<file path="src/rtl/dram_page_ctrl.sv">
module dram_page_ctrl #(
  parameter int ADDR_W = 25,
  parameter int COL_W  = 12,
  parameter int DATA_W = 32,
  parameter int T_PRE  = 2,
  parameter int T_RCD  = 2,
  parameter int T_CAS  = 2,
  localparam int ROW_W = ADDR_W - COL_W,
  localparam int MA_W  = (ROW_W > COL_W) ? ROW_W : COL_W
) (
  input  logic              clk,
  input  logic              rst_n,
  input  logic              req,
  input  logic              wr,
  input  logic [ADDR_W-1:0] addr,
  input  logic [DATA_W-1:0] wdata,
  output logic [DATA_W-1:0] rdata,
  output logic              rdy,
  output logic              ras_n,
  output logic              cas_n,
  output logic              we_n,
  output logic [MA_W-1:0]   dram_addr,
  output logic [DATA_W-1:0] dram_wdata,
  input  logic [DATA_W-1:0] dram_rdata
);

  localparam int TMAX  = (T_PRE > T_RCD) ? ((T_PRE > T_CAS) ? T_PRE : T_CAS)
                                         : ((T_RCD > T_CAS) ? T_RCD : T_CAS);
  localparam int CNT_W = (TMAX < 2) ? 1 : $clog2(TMAX);

  typedef enum logic [2:0] {S_IDLE, S_PRE, S_ROW, S_COL, S_DONE} st_t;

  st_t              st;
  logic [CNT_W-1:0] cnt;
  logic [ROW_W-1:0] open_row;
  logic [COL_W-1:0] col_q;
  logic             row_valid, wr_q;
  logic [DATA_W-1:0] wdata_q;

  wire [ROW_W-1:0] in_row = addr[ADDR_W-1:COL_W];
  wire free  = (st == S_IDLE) || (st == S_DONE);
  wire start = req && free;
  wire hit   = row_valid && (in_row == open_row);
  wire last  = (cnt == '0);

  always_ff @(posedge clk or negedge rst_n) begin
    if (!rst_n) begin
      st        <= S_IDLE;
      cnt       <= '0;
      open_row  <= '0;
      col_q     <= '0;
      row_valid <= 1'b0;
      wr_q      <= 1'b0;
      wdata_q   <= '0;
      rdata     <= '0;
    end else begin
      case (st)
        S_IDLE, S_DONE: begin
          st <= S_IDLE;
          if (start) begin
            col_q   <= addr[COL_W-1:0];
            wr_q    <= wr;
            wdata_q <= wdata;
            if (hit) begin
              st  <= S_COL;
              cnt <= CNT_W'(T_CAS - 1);
            end else begin
              open_row  <= in_row;
              row_valid <= 1'b1;
              if (row_valid) begin
                st  <= S_PRE;
                cnt <= CNT_W'(T_PRE - 1);
              end else begin
                st  <= S_ROW;
                cnt <= CNT_W'(T_RCD - 1);
              end
            end
          end
        end
        S_PRE: begin
          if (last) begin
            st  <= S_ROW;
            cnt <= CNT_W'(T_RCD - 1);
          end else cnt <= cnt - 1'b1;
        end
        S_ROW: begin
          if (last) begin
            st  <= S_COL;
            cnt <= CNT_W'(T_CAS - 1);
          end else cnt <= cnt - 1'b1;
        end
        S_COL: begin
          if (last) begin
            st    <= S_DONE;
            rdata <= dram_rdata;
          end else cnt <= cnt - 1'b1;
        end
        default: st <= S_IDLE;
      endcase
    end
  end

  assign ras_n      = (st == S_PRE) || ((st == S_IDLE) && !row_valid);
  assign cas_n      = (st != S_COL);
  assign we_n       = !((st == S_COL) && wr_q);
  assign rdy        = (st == S_DONE);
  assign dram_addr  = (st == S_COL) ? MA_W'(col_q) : MA_W'(open_row);
  assign dram_wdata = wdata_q;

endmodule


</file>
<file path="config.mk">
export PLATFORM = sky130hd
export DESIGN_NAME = dram_page_ctrl
export DESIGN_NICKNAME = d
export VERILOG_FILES = /design/src/rtl/dram_page_ctrl.sv
export SDC_FILE = /design/constraint.sdc
export NUM_CORES = 1
export LEC_CHECK = 0
export BUFFER_PORTS_ARGS = -buffer_cell sky130_fd_sc_hd__buf_2
export CAP_MARGIN = 30
export CORE_MARGIN = 10
export CORE_UTILIZATION = 25
export CTS_BUF_LIST = sky130_fd_sc_hd__clkbuf_2
export DETAILED_ROUTE_END_ITERATION = 8
export PLACE_DENSITY = 0.47
export REMOVE_ABC_BUFFERS = 1
export SYNTH_ARGS = -nofsm -noshare
export SYNTH_HDL_FRONTEND = slang
export SYNTH_SLANG_ARGS = --single-unit
</file>
<file path="constraint.sdc">
create_clock -name clk -period 4 [get_ports clk]
set_input_delay 0 -clock clk [delete_from_list [all_inputs] [get_ports clk]]
set_output_delay 0 -clock clk [all_outputs]
set_load 0.005 [all_outputs]
</file>
**Word level (Yosys, flattened, before mapping)**

Cells that the tools add are included.

- Register bits after elaboration: 95
- Word-level logic and storage cells: 50
- Output and inout port bits: 81

- Muxes and demuxes: 12
- Reductions and logical operators: 17
- Eq/ne operators: 10
- $add $sub $neg: 1
- Bitwise operators: 2

Operator list:

| kind | count |
|---|---|
| equality test 13 bit | 1 |
| 2-to-1 mux 13 bit | 1 |
| one-hot mux 3 bit (4 select lines) | 1 |
| 2-to-1 mux 3 bit | 3 |
| inequality test 2 bit, second input constant | 4 |
| equality test 3 x 2 -> 1 bit, second input constant | 2 |
| 2-to-1 mux 2 bit | 3 |
| AND reduction 2 bit | 3 |
| AND reduction 3 bit | 2 |
| logical AND 1 bit | 4 |
| OR reduction 2 bit | 2 |
| equality test 3 x 1 -> 1 bit, second input constant | 1 |
| equality test 3 bit, second input constant | 1 |
| logical NOT 3 bit | 1 |
| 2-to-1 mux 1 bit | 3 |
| inequality test 3 x 2 -> 1 bit, second input constant | 1 |
| one-hot mux 1 bit (3 select lines) | 1 |
| nonzero test 3 bit | 1 |
| logical NOT 1 bit | 2 |
| logical OR 1 bit | 2 |
| inverter 1 bit | 2 |
| subtractor 1 bit, second input constant | 1 |

**Longest topological paths before layout**

- Depth after elaboration: 5
- Mapped depth: 7
- Depth with buffers taken out: 5

**Worst setup path before layout**

No wires, ideal clock.

- Path kind: register -> register
- Start: register open_row[10]
- End: register open_row[10]
- Required time: 3.875 ns
- Buffers on the path: 1
- Period minus slack after synthesis: 1.660 ns
- Arrival time: 1.535 ns
- Stages on the path, launching flop included: 6
- Setup slack: 2.340 ns
- Cells stage by stage: dfrtp_1 xor2_1 nor4_4 a41oi_4 buf_6 mux2_4

- Cells in the longest elaborated chain, start to end: 4

Ends and longest elaborated chain:

| item | line | text |
|---|---|---|
| start: declaration | 35 | `logic [ROW_W-1:0] open_row;` |
| start signal: assignment | 68 | `open_row <= in_row;` |
| equality test 13 bit | 43 | `wire hit = row_valid && (in_row == open_row);` |
| logical AND 1 bit | 43 |  |
| inverter 1 bit (no source line) | n/a |  |
| AND reduction 3 bit (no source line) | n/a |  |

Every way passes these cells.
A chain may end at the register's enable or synchronous reset.

**Worst setup path in the final report**

- Start: register st[1]
- End: register open_row[2]

- Cells in the longest elaborated chain, start to end: 4
- Elaborated cells between the ends (all ways): 6
- Those cells by class: 1 x eq/ne; 5 x reduce/logical

Ends and longest elaborated chain:

| item | line | text |
|---|---|---|
| start: declaration | 33 | `st_t st;` |
| start signal: assignment | 48 | `st <= S_IDLE;` |
| start signal: assignment | 59 | `st <= S_IDLE;` |
| start signal: assignment | 65 | `st <= S_COL;` |
| equality test 3 bit / logical NOT 3 bit (equally long branches) | 41, 57 |  |
| logical OR 1 bit | 41 | `wire free = (st == S_IDLE) \|\| (st == S_DONE);` |
| logical AND 1 bit | 42 | `wire start = req && free;` |
| AND reduction 3 bit (no source line) * | n/a |  |

Every way passes the cells marked *; elsewhere a longest branch is shown, timed or not.

==> impl_results.md <==
- DRT antenna net count: 0
- Mapped Area: 0.004004 mm^2
- Adder-Cell Fraction of Synth Area: 0%
- Vias in the first global route: 3897
- CTS tree: built
- Synth Area in Simple Gates: approximately 16%
- Max Fclk: between 300 and 400 MHz
- Share of cells above drive strength 1: between 30% and 40%
- Final setup viols: 0
- Hpwl dp: 8498 um
- Clk slew on worst S/H paths: 0.26 ns
- Met3 wire len: around 800 um
- Final clock skew: roughly 0.034 ns
- Top_reg_cell synth: dfrtp_1
- Nets: 721
- Post-route setup slack: 1.357 ns
- Area contributors post-synth: dfrtp_1, nand2_1, mux2_2
- Total GRT Usage: 11.96%
- Leakage: 3.142 nW
- GPL Wtd Cong: 0.7059
- Die Wd: 146.6 um
- Global-route wire length before repair: just over 20000 um
- Initial core utilization: 25.39%
- Number of antenna diodes: 0
- Clk sinks: 95
- Overflow after GRT: 0
- Fin util: 39.92%
- Hold Crit Endpoint: dram_wdata[27]
- Routed vias/inst: 4.065
- Routed wire per std cell: 14.84 um
- Flops & latches, synth: 95
- Syn Area/Cell: 11.37 um^2
- R2R setup slack: approximately 1.4 ns
- Post-synthesis sequential area ratio: 59.38%
- CP Cell Sequence: nor2_1 > nand2_2 > a41oi_4 > mux2_2 > dlygate4sd3_1
- Fin cells: approximately 850
- Initial DRC count: approximately 120
- Commonest cells in the netlist: nand2_1, dfrtp_1, mux2_2
- Multiplexer area fraction after synthesis: 17.22%
- Fin Setup TNS: 0 ns
- Die ar.: 0.02148 mm^2
- Slew headroom: 36.19%
- Post-Synthesis Cells: between 300 and 400
- H-tree levels: 3
- HP Class: input pin to flip-flop
- Post-synth EDFFs: 0
- # IOs: between 150 and 200
- Run status: finished clean
- M1 WL: 4962 um
- Post-synthesis cell type with the largest combined area: dfrtp_1
- Hold depth: 4
- Worst path slowest cell: a41oi_4
- Final hold violation count: 0
- Drt total wl: 12600 um
- Required time of the critical path: between 4 and 5 ns
- FP Rows: 46
- DR top layer: met4
- Async SR Flop Fraction: 100.0%
- Max Slew Vio Count: 0
- Max_cap viols: 0
- R2R Path End: open_row[2]
- HP Start: wdata[27]
- Initial antenna violation count: 0
- XOR/XNOR Fraction of Synth Area: between 2 and 3%
- Num CTS Buffers: 9
- Reg2Reg Depth: 5
- Area delta synth->final: 57.22%
- Crit-path max cell delay: 0.60 ns
- PwrDens: 639.6 mW/mm^2
- Pre-antenna DRT Iters: 4
- CTS Buffer Depth: 2
- Max Fanout on Critical Path: 13
- Slew @ Worst Pin: 0.9572 ns
- Area taken by multi-input logic gates: 0.001539 mm^2
- Area share of the largest cell type after synthesis: 59.38%
- Final Total Pwr: 4.026 mW
- Final Critical Period: 2.643 ns
- Fill cell count: roughly 1600
- # port buffers: 173
- Count leader, synth: nand2_1
- RSZ-0062 raised after global routing: no
- CP endpoint kind: flip-flop
- DP Worst Slack: between 1.5 and 2 ns
- Yosys cell types: 30
- Die Height: 146.6 um
- DRC Markers: 0
- Clk_lat worst skew: 0.60 ns
- CP Class: flip-flop to flip-flop
- Largest family of logic cells by synthesized area: multiplexers
- Cell family with most CP delay: compound AO/OA/AOI/OAI gates
- Register area: about 0.0024 mm^2
- Complex-gate fraction of the synthesized area: approximately 2.0%
- Met2 routed WL: 6556 um
- CORE AREA: 0.01577 mm^2
- Largest net degree at the start of global routing: 52
- Final worst-path cycle share: 66.09%
- Worst Setup Start Kind: flip-flop
- Worst EP arrival: 3.13 ns
- Vias: between 3000 and 4000
- Synth warn: 0
- CTS Root Cell: clkbuf_2
- Critical path buffer and inverter count: 1
- Reg2reg start: st[1]
- Max IR drop VDD: 0.2369 mV
- Post-CTS sizing: 0
- Placed cell count: between 700 and 800
[state kept, by name (all words and copies together), names as in the netlist]
signal and flops:
dram_wdata 32, rdata 32, open_row 13, col_q 12, st 3, cnt 1, row_valid 1, wr_q 1
[logic make-up (layout without fill, tap and decap cells)]
| logic type | Yosys count | after routing |
|---|---|---|
| DFF | 95 | 95 |
| buffers and inverters | 20 | 301 |
| AOI/OAI and AO/OA | 10 | 10 |
| muxes | 58 | 58 |
| xor gates and xnor gates | 13 | 13 |
| and+or+nand+nor | 156 | 156 |
[worst max-delay path by stage]
stage,slack (ns),depth (start not counted),endpoint,from
floorplan,1.46,4,open_row[0],st[1]
global placement,1.74,5,rdata[3],st[1]
detailed placement,1.66,5,rdata[5],st[1]
CTS,1.42,5,open_row[2],st[1]
global route,1.24,5,open_row[2],st[1]
finish,1.36,5,open_row[2],st[1]
[worst reg2reg max path: stages, from the launching register on]
cell and delay, ns:
dfrtp_1 0.53, nor2_1 0.31, nand2_2 0.13, a41oi_4 0.60
mux2_2 0.41, dlygate4sd3_1 0.55
[through the flow]
step / hold slack, ns / area (um^2)
finish: 0.1038 / 6295
global route: 0.05330 / 6295
CTS: 0.02259 / 6295
detailed placement: 0.09199 / 5081
global placement: 0.08184 / 5081
floorplan: -0.2956 / 3924
[what timing repair did]
item | 4_1_cts | 5_1_grt
endpoints found under the setup margin | 0 | 0
buffers inserted | 0 | 0
hold buffers | 107 | 0
endpoints found under the hold margin | 144 | 0
[report_power, final]
| part | total (mW) | internal [mW] | switching [mW] | leakage [nW] |
|---|---|---|---|---|
| Clock | 0.525 | 0.201 | 0.324 | 0.0761 |
| Combinational | 1.80 | 0.985 | 0.811 | 1.92 |
| Sequential | 1.70 | 1.42 | 0.284 | 1.14 |
[metal layers]
| layer | GRT usage [%] | vias up |
|---|---|---|
| met2 | 21.09 | 96 |
| met3 | 4.048 | 21 |
| met1 | 12.58 | 1647 |
| li1 | - | 1687 |
| met4 | 5.556 | 0 |
| met5 | 0 | - |
[final cells by class]
cell class                 count  share of cell area [%]
clock buffer                  10                  0.7951
timing repair buffer         282                   31.33
tap                          216                   4.293
sequential                    95                   37.77
inverter                       3                  0.1789
multi-input combinational    237                   24.45
clock inverter                 6                   1.193
[layout by cell type (no fill, tap or decap), drive strengths merged]
cell type    count
nor2             4
xor2             9
dlygate4sd3    106
a21oi            3
and2             2
buf            176
xnor2            4
nor3b            1
a211oi           1
clkbuf          10
o22a             1
mux2            57
o21ai            3
nand2          140
nand4            1
a41oi            1
nor4             3
inv              3
mux2i            1
dfrtp           95
a31oi            1
bufinv           2
nor3             2
nand2b           1
clkinv           4
nand3            2
No activity file was read; power rests on OpenSTA's default activity.
